<file path="src/rtl/useq_pkg.sv">
package useq_pkg;
  localparam int AW = 6;
  localparam int WW = 36;
  localparam int IRW = 5;
  localparam int CW = 3;

  // word positions, position 0 = most significant
  localparam int P_MB_OUT = 3;
  localparam int P_MB_IN  = 4;
  localparam int P_AC_OUT = 6;
  localparam int P_IR_LD  = 8;
  localparam int P_AR_IN  = 10;
  localparam int P_XFER   = 11;
  localparam int P_PC_OUT = 12;
  localparam int P_PC_IN  = 13;
  localparam int P_DEFER  = 17;
  localparam int P_ITEST  = 20;
  localparam int P_DONE   = 21;
  localparam int P_NXT_LO = 23;
  localparam int P_CONT   = 30;
  localparam int P_INC    = 31;
  localparam int P_SM     = 32;
  localparam int P_SW_OUT = 33;

  function automatic int ix(input int p);
    return WW - 1 - p;
  endfunction

  function automatic logic [WW-1:0] fb(input int p);
    return {{(WW-1){1'b0}}, 1'b1} << ix(p);
  endfunction

  function automatic logic [AW-1:0] nxt_field(input logic [WW-1:0] w);
    logic [AW-1:0] n;
    for (int k = 0; k < AW; k++) n[k] = w[ix(P_NXT_LO + k)];
    return n;
  endfunction

  function automatic logic [WW-1:0] mk(input logic [WW-1:0] f, input logic [AW-1:0] n);
    logic [WW-1:0] w;
    w = f;
    for (int k = 0; k < AW; k++) w[ix(P_NXT_LO + k)] = n[k];
    return w;
  endfunction
endpackage

</file>
<file path="src/rtl/useq_store.sv">
module useq_store
  import useq_pkg::*;
#(
  parameter int AWID = AW,
  parameter int WWID = WW
) (
  input  logic            clk,
  input  logic            rst,
  input  logic            en,
  input  logic [AWID-1:0] rd_addr,
  output logic [WWID-1:0] q
);
  function automatic logic [WW-1:0] word_at(input logic [AW-1:0] a);
    case (a)
      6'o06: return mk(fb(P_MB_IN) | fb(P_PC_IN) | fb(P_SW_OUT) | fb(P_SM), 6'o21);
      6'o10: return mk(fb(P_PC_OUT) | fb(P_SM), 6'o21);
      6'o12: return mk(fb(P_AC_OUT) | fb(P_IR_LD) | fb(P_AR_IN), 6'o24);
      6'o20: return mk(fb(P_DONE) | fb(P_CONT), 6'o10);
      6'o21: return mk(fb(P_MB_OUT) | fb(P_PC_IN) | fb(P_INC) | fb(P_CONT), 6'o12);
      6'o23: return mk(fb(P_MB_OUT) | fb(P_XFER) | fb(P_INC) | fb(P_CONT), 6'o60);
      6'o24: return mk(fb(P_ITEST) | fb(P_SM), 6'o30);
      6'o30: return mk(fb(P_XFER) | fb(P_DEFER), 6'o60);
      6'o31: return mk(fb(P_DEFER), 6'o24);
      6'o32: return mk(fb(P_AR_IN) | fb(P_PC_OUT) | fb(P_CONT), 6'o23);
      6'o33: return mk(fb(P_IR_LD), 6'o24);
      6'o70: return mk(fb(P_ITEST) | fb(P_SM), 6'o33);
      6'o76: return mk('0, 6'o20);
      default:
        if (a[AW-1:AW-2] == 2'b11)
          return mk(fb(P_MB_IN) | fb(P_DONE) | fb(P_CONT), 6'o10);
        else
          return '0;
    endcase
  endfunction

  // synchronous read of a constant store
  always_ff @(posedge clk) begin
    if (rst)     q <= '0;
    else if (en) q <= word_at(AW'(rd_addr));
  end
endmodule

</file>
<file path="src/rtl/useq_nextaddr.sv">
module useq_nextaddr
  import useq_pkg::*;
#(
  parameter int AWID = AW,
  parameter int WWID = WW,
  parameter int IRWID = IRW,
  parameter int CWID = CW
) (
  input  logic [WWID-1:0]  word,
  input  logic [IRWID-1:0] ir,
  input  logic             start_sw,
  input  logic [CWID-1:0]  panel_code,
  input  logic             dch_req,
  output logic [AWID-1:0]  nxt
);
  localparam int OPW = IRWID - 1;

  logic [AWID-1:0] tgt;
  logic [OPW-1:0]  op;
  logic            ind;
  logic [CWID-1:0] sw;

  always_comb begin
    tgt = nxt_field(word);
    op  = ir[IRWID-1:1];
    ind = ir[0];
    sw  = panel_code | (start_sw ? CWID'(6) : '0);
    nxt = tgt;
    if (tgt[AWID-1:CWID] == '0)
      nxt = nxt | AWID'(sw);
    if (word[ix(P_ITEST)] && tgt == 6'o30) begin
      if (ind)                                nxt = nxt | 6'o01;
      else if (op < 4'o4)                     nxt = nxt | 6'o02;
      else if (op == 4'o10 || op >= 4'o14)    nxt = 6'o60;
    end
    if (word[ix(P_DONE)] && tgt == 6'o10 && dch_req)
      nxt = nxt | 6'o20;
    if (nxt[AWID-1:AWID-2] == 2'b11)
      nxt[OPW-1:0] = op;
  end
endmodule

</file>
<file path="src/rtl/useq_ir.sv">
module useq_ir
  import useq_pkg::*;
#(
  parameter int IRWID = IRW
) (
  input  logic             clk,
  input  logic             rst,
  input  logic             load,
  input  logic             clr_ind,
  input  logic [IRWID-1:0] din,
  output logic [IRWID-1:0] q
);
  always_ff @(posedge clk) begin
    if (rst)          q <= '0;
    else if (load)    q <= din;
    else if (clr_ind) q[0] <= 1'b0;
  end

  p_load_r10: assert property (@(posedge clk) disable iff (rst)
    load |=> q == $past(din));
endmodule

</file>
<file path="src/rtl/useq_top.sv">
module useq_top
  import useq_pkg::*;
#(
  parameter int AWID = AW,
  parameter int WWID = WW,
  parameter int IRWID = IRW,
  parameter int CWID = CW
) (
  input  logic             clk,
  input  logic             rst,
  input  logic             start_sw,
  input  logic [CWID-1:0]  panel_code,
  input  logic             mem_done,
  input  logic             dch_req,
  input  logic [IRWID-1:0] ir_in,
  output logic [WWID-1:0]  ctrl,
  output logic [AWID-1:0]  uaddr
);
  logic             adv;
  logic [AWID-1:0]  nxt;
  logic [IRWID-1:0] ir_q;

  assign adv = ctrl[ix(P_CONT)] | ~ctrl[ix(P_SM)] | mem_done;

  useq_nextaddr #(.AWID(AWID), .WWID(WWID), .IRWID(IRWID), .CWID(CWID)) u_nxt (
    .word(ctrl), .ir(ir_q), .start_sw(start_sw), .panel_code(panel_code),
    .dch_req(dch_req), .nxt(nxt)
  );

  useq_store #(.AWID(AWID), .WWID(WWID)) u_store (
    .clk(clk), .rst(rst), .en(adv), .rd_addr(nxt), .q(ctrl)
  );

  useq_ir #(.IRWID(IRWID)) u_ir (
    .clk(clk), .rst(rst),
    .load(adv & ctrl[ix(P_IR_LD)]),
    .clr_ind(adv & ctrl[ix(P_DEFER)]),
    .din(ir_in), .q(ir_q)
  );

  always_ff @(posedge clk) begin
    if (rst)      uaddr <= '0;
    else if (adv) uaddr <= nxt;
  end

  p_hold_r3: assert property (@(posedge clk) disable iff (rst)
    (ctrl[ix(P_SM)] && !ctrl[ix(P_CONT)] && !mem_done) |=> ($stable(uaddr) && $stable(ctrl)));

  p_console_r5: assert property (@(posedge clk) disable iff (rst)
    (adv && start_sw && nxt_field(ctrl) < 6'o10) |=> (uaddr[2:1] == 2'b11));

  p_dispatch_r9: assert property (@(posedge clk) disable iff (rst)
    $rose(uaddr[AWID-1:AWID-2] == 2'b11) |-> (uaddr[3:0] == ir_q[IRWID-1:1]));

  p_defer_once_r10: assert property (@(posedge clk) disable iff (rst)
    (uaddr == 6'o31) |=> !ir_q[0]);

  p_dch_r11: assert property (@(posedge clk) disable iff (rst)
    (adv && ctrl[ix(P_DONE)] && nxt_field(ctrl) == 6'o10 && dch_req) |=> (uaddr == 6'o30));
endmodule

</file>
<file path="config.mk">
export PLATFORM = sky130hd
export DESIGN_NAME = useq_top
export DESIGN_NICKNAME = d
export VERILOG_FILES = /design/src/rtl/useq_pkg.sv /design/src/rtl/useq_store.sv /design/src/rtl/useq_nextaddr.sv /design/src/rtl/useq_ir.sv /design/src/rtl/useq_top.sv
export SDC_FILE = /design/constraint.sdc
export NUM_CORES = 1
export LEC_CHECK = 0
export BUFFER_PORTS_ARGS = -buffer_cell sky130_fd_sc_hd__buf_4
export CORE_UTILIZATION = 25
export CTS_CLUSTER_DIAMETER = 30
export DETAILED_ROUTE_END_ITERATION = 12
export GPL_ROUTABILITY_DRIVEN = 0
export SETUP_SLACK_MARGIN = 0.1
export SYNTH_ARGS = -nofsm -noshare
export SYNTH_HDL_FRONTEND = slang
export SYNTH_HIERARCHICAL = 1
export SYNTH_SLANG_ARGS = --single-unit
</file>
<file path="constraint.sdc">
create_clock -name clk -period 5 [get_ports clk]
set_input_delay 1 -clock clk [delete_from_list [all_inputs] [get_ports clk]]
set_output_delay 1 -clock clk [all_outputs]
set_load 0.05 [all_outputs]
</file>
==> results.json <==
{
  "postRouteAntennaNets": 0,
  "fin_area_um2": 2267,
  "portBuffers": 39,
  "hold_path.class": "reg -> reg",
  "power_per_cell_area_nw_per_um2": 327.7,
  "relSlewSlack_pct": 40.51,
  "layout.cells.non_filler": 358,
  "report.final.setup_viol": 0,
  "die_w_um": 90.05,
  "grt_pass1_vias": 1525,
  "initial_core_util_pct": 26.30,
  "synth_area_per_cell_um2": 8.247,
  "cp-end-kind": "register",
  "synth_edf_count": 0,
  "dp_slack_ps": 1780,
  "synth_top_area_share_pct": 30.99,
  "syn_to_final_growth_pct": 16.98,
  "drive_gt1_share_pct": 22.39,
  "numClockSinks": 30,
  "yosys_warnings": 6,
  "diodes": 0,
  "gr-max-usage-layer": "met2",
  "cts_max_level": 2,
  "ys_ff_latch": 30,
  "core-area_um2": 7370,
  "post_cts_buffers": 0,
  "syn_inst": 235,
  "synth.top_cells.by_count": "dfxtp_1, a21oi_1, nand2_1, buf_4, nor2_1",
  "drcViolationCount": 0,
  "crit_type": "in -> reg",
  "hold_viol": 0,
  "finalWorstSetupSlack_ps": 2084,
  "drt-initial-drc-count": 156,
  "via_per_inst": 4.807,
  "cp.required_ps": 5150,
  "routed_wl_um": 4850,
  "nFillCells": 811,
  "row_count": 31,
  "fin_tns_setup_ps": 0,
  "ir_worst_vdd_v": 0.00008928,
  "crit_arrival_ps": 3070,
  "ys_seq_area_share_pct": 30.99,
  "cts_buffers": 5,
  "ff2ff_path_depth": 8,
  "finalCritPeriodShare_pct": 58.32,
  "skew_ps": 3.398,
  "fin_nets": 273,
  "grt_use_total_pct": 12.23,
  "clkTransAtPathRegs_ps": 60,
  "synthTopCellsByArea": "dfxtp_1, buf_4, mux2i_1",
  "vias": 1721,
  "crit_fanout": 18,
  "grt_pass1_wl_um": 7948,
  "hold_path_depth": 2,
  "p_leak_nw": 0.8824,
  "outcome": "complete, no violations",
  "met1_usage_pct": 17.01,
  "grt.met3_usage_pct": 3.807,
  "antenna_found_initial": 0,
  "drt_pass1_iterations": 4,
  "finalCriticalPeriod_ps": 2916,
  "grt_overflow": 0,
  "use_met2_pct": 18.13,
  "cts_resized": 0,
  "dp_hpwl_um": 3391,
  "ios": 55,
  "grt_max_degree": 38,
  "die_h_um": 90.05,
  "tightest_slew_ps": 888.4,
  "route.detailed.wl_per_inst_um": 13.55,
  "final_max_slew_viol_count": 0,
  "cts-root-buf": "clkbuf_8",
  "dp.cells": 352,
  "placed_area_um2": 2185,
  "max_freq_ghz": 0.3429,
  "async_reset_ff_share_pct": 0,
  "synth.distinct_cells": 55,
  "startpoint_type": "input pin",
  "cts-hold-fix-buffers": 0,
  "clk_path_buf_depth": 2,
  "synthFlopType": "dfxtp_1",
  "yosysTopAreaCell": "dfxtp_1",
  "dieArea_um2": 8108,
  "rsz0062_at_grt": "false",
  "yosysMostFrequentCell": "dfxtp_1",
  "syn_area_um2": 1938,
  "max_cap_violations": 0,
  "clock_latency_ps": 270,
  "cts_tree": "built"
}
[power by group]
part | total [mW] | internal, mW | switching (mW)
logic | 0.284 | 0.0947 | 0.189
registers | 0.270 | 0.254 | 0.0153
clock network | 0.189 | 0.106 | 0.0832
[worst max-delay path: stages]
cell and delay, ps:
buf_4 110, nor3b_2 710, inv_1 480, inv_2 390, nor2_1 120, a32oi_1 190, nor2_1 50
[registers in the layout, summed over array words and instances, names as in the netlist]
| signal | cells |
|---|---|
| u_store/q | 19 |
| uaddr | 6 |
| u_ir/q | 5 |
[stage by stage]
stage / power, mW / util, % / hold slack (ps)
after global routing: 0.7832 / 30.76 / 485.9
after detailed placement: 0.5572 / 29.64 / 461.2
after global placement: 0.5563 / 29.64 / 456.5
final: 0.7430 / 30.76 / 467.1
after CTS: 0.7482 / 30.76 / 470.4
after floorplan: 0.5122 / - / 483.9
[routing by layer]
metal / vias up / share of wire (%) / wire length, um
li1: 845 / - / -
met1: 810 / 46 / 2254
met2: 64 / 46 / 2254
met3: 2 / 6.5 / 316
met4: 0 / 0.52 / 25
met5: - / 0 / 0
[layout make-up]
type	count	area, um^2	area share [%]
multi-input cells	175	1130	49.83
flip-flops and latches	30	600.6	26.49
repair buffers	40	300.3	13.25
well taps	99	123.9	5.464
clock buffers	6	82.58	3.642
inverters	8	30.03	1.325
[cells in the final DEF, fill, tap and decap left out, types with 2 or more instances in the layout]
| cell | Yosys | final |
|---|---|---|
| inv_1 | 7 | 7 |
| o2111ai_1 | 2 | 2 |
| and3_1 | 2 | 2 |
| buf_4 | 18 | 40 |
| nand2b_1 | 16 | 16 |
| or4_1 | 2 | 2 |
| mux2_4 | 3 | 3 |
| nand2_1 | 19 | 19 |
| mux2i_1 | 12 | 12 |
| nor2_1 | 18 | 18 |
| conb_1 | 1 | 15 |
| nor3_1 | 5 | 5 |
| nand4_1 | 5 | 5 |
| a21oi_1 | 19 | 19 |
| nor3b_1 | 3 | 3 |
| xnor2_1 | 2 | 2 |
| o211ai_1 | 2 | 2 |
| a22o_1 | 3 | 3 |
| nand3_1 | 6 | 6 |
| a32oi_1 | 2 | 2 |
| nor2b_1 | 5 | 5 |
| nor4_1 | 2 | 2 |
| o21ai_0 | 4 | 4 |
| dfxtp_1 | 30 | 30 |
| a22oi_1 | 2 | 2 |
| o22ai_1 | 2 | 2 |
| clkbuf_8 | 0 | 6 |
[path summary, 6_finish.rpt]
| path | from | slack (ps) | end |
|---|---|---|---|
| setup / recovery | mem_done | 2080 | u_store/q[15] |
| hold / removal | u_store/q[2] | 470 | u_store/q[2] |
| setup reg to reg | u_store/q[9] | 2320 | u_store/q[8] |
| hold reg to reg | u_store/q[2] | 470 | u_store/q[2] |
[kinds of logic after synthesis]
kind of cell	Yosys count	synth area share [%]
buffers and inverters	44	13.43
XOR/XNOR	3	1.356
other	1	0.1935
flip-flops	30	30.99
AND/OR/NAND/NOR	96	28.66
multiplexers	15	8.522
AO/OA/AOI/OAI	46	16.85
Power figures use the tool's default switching activity.
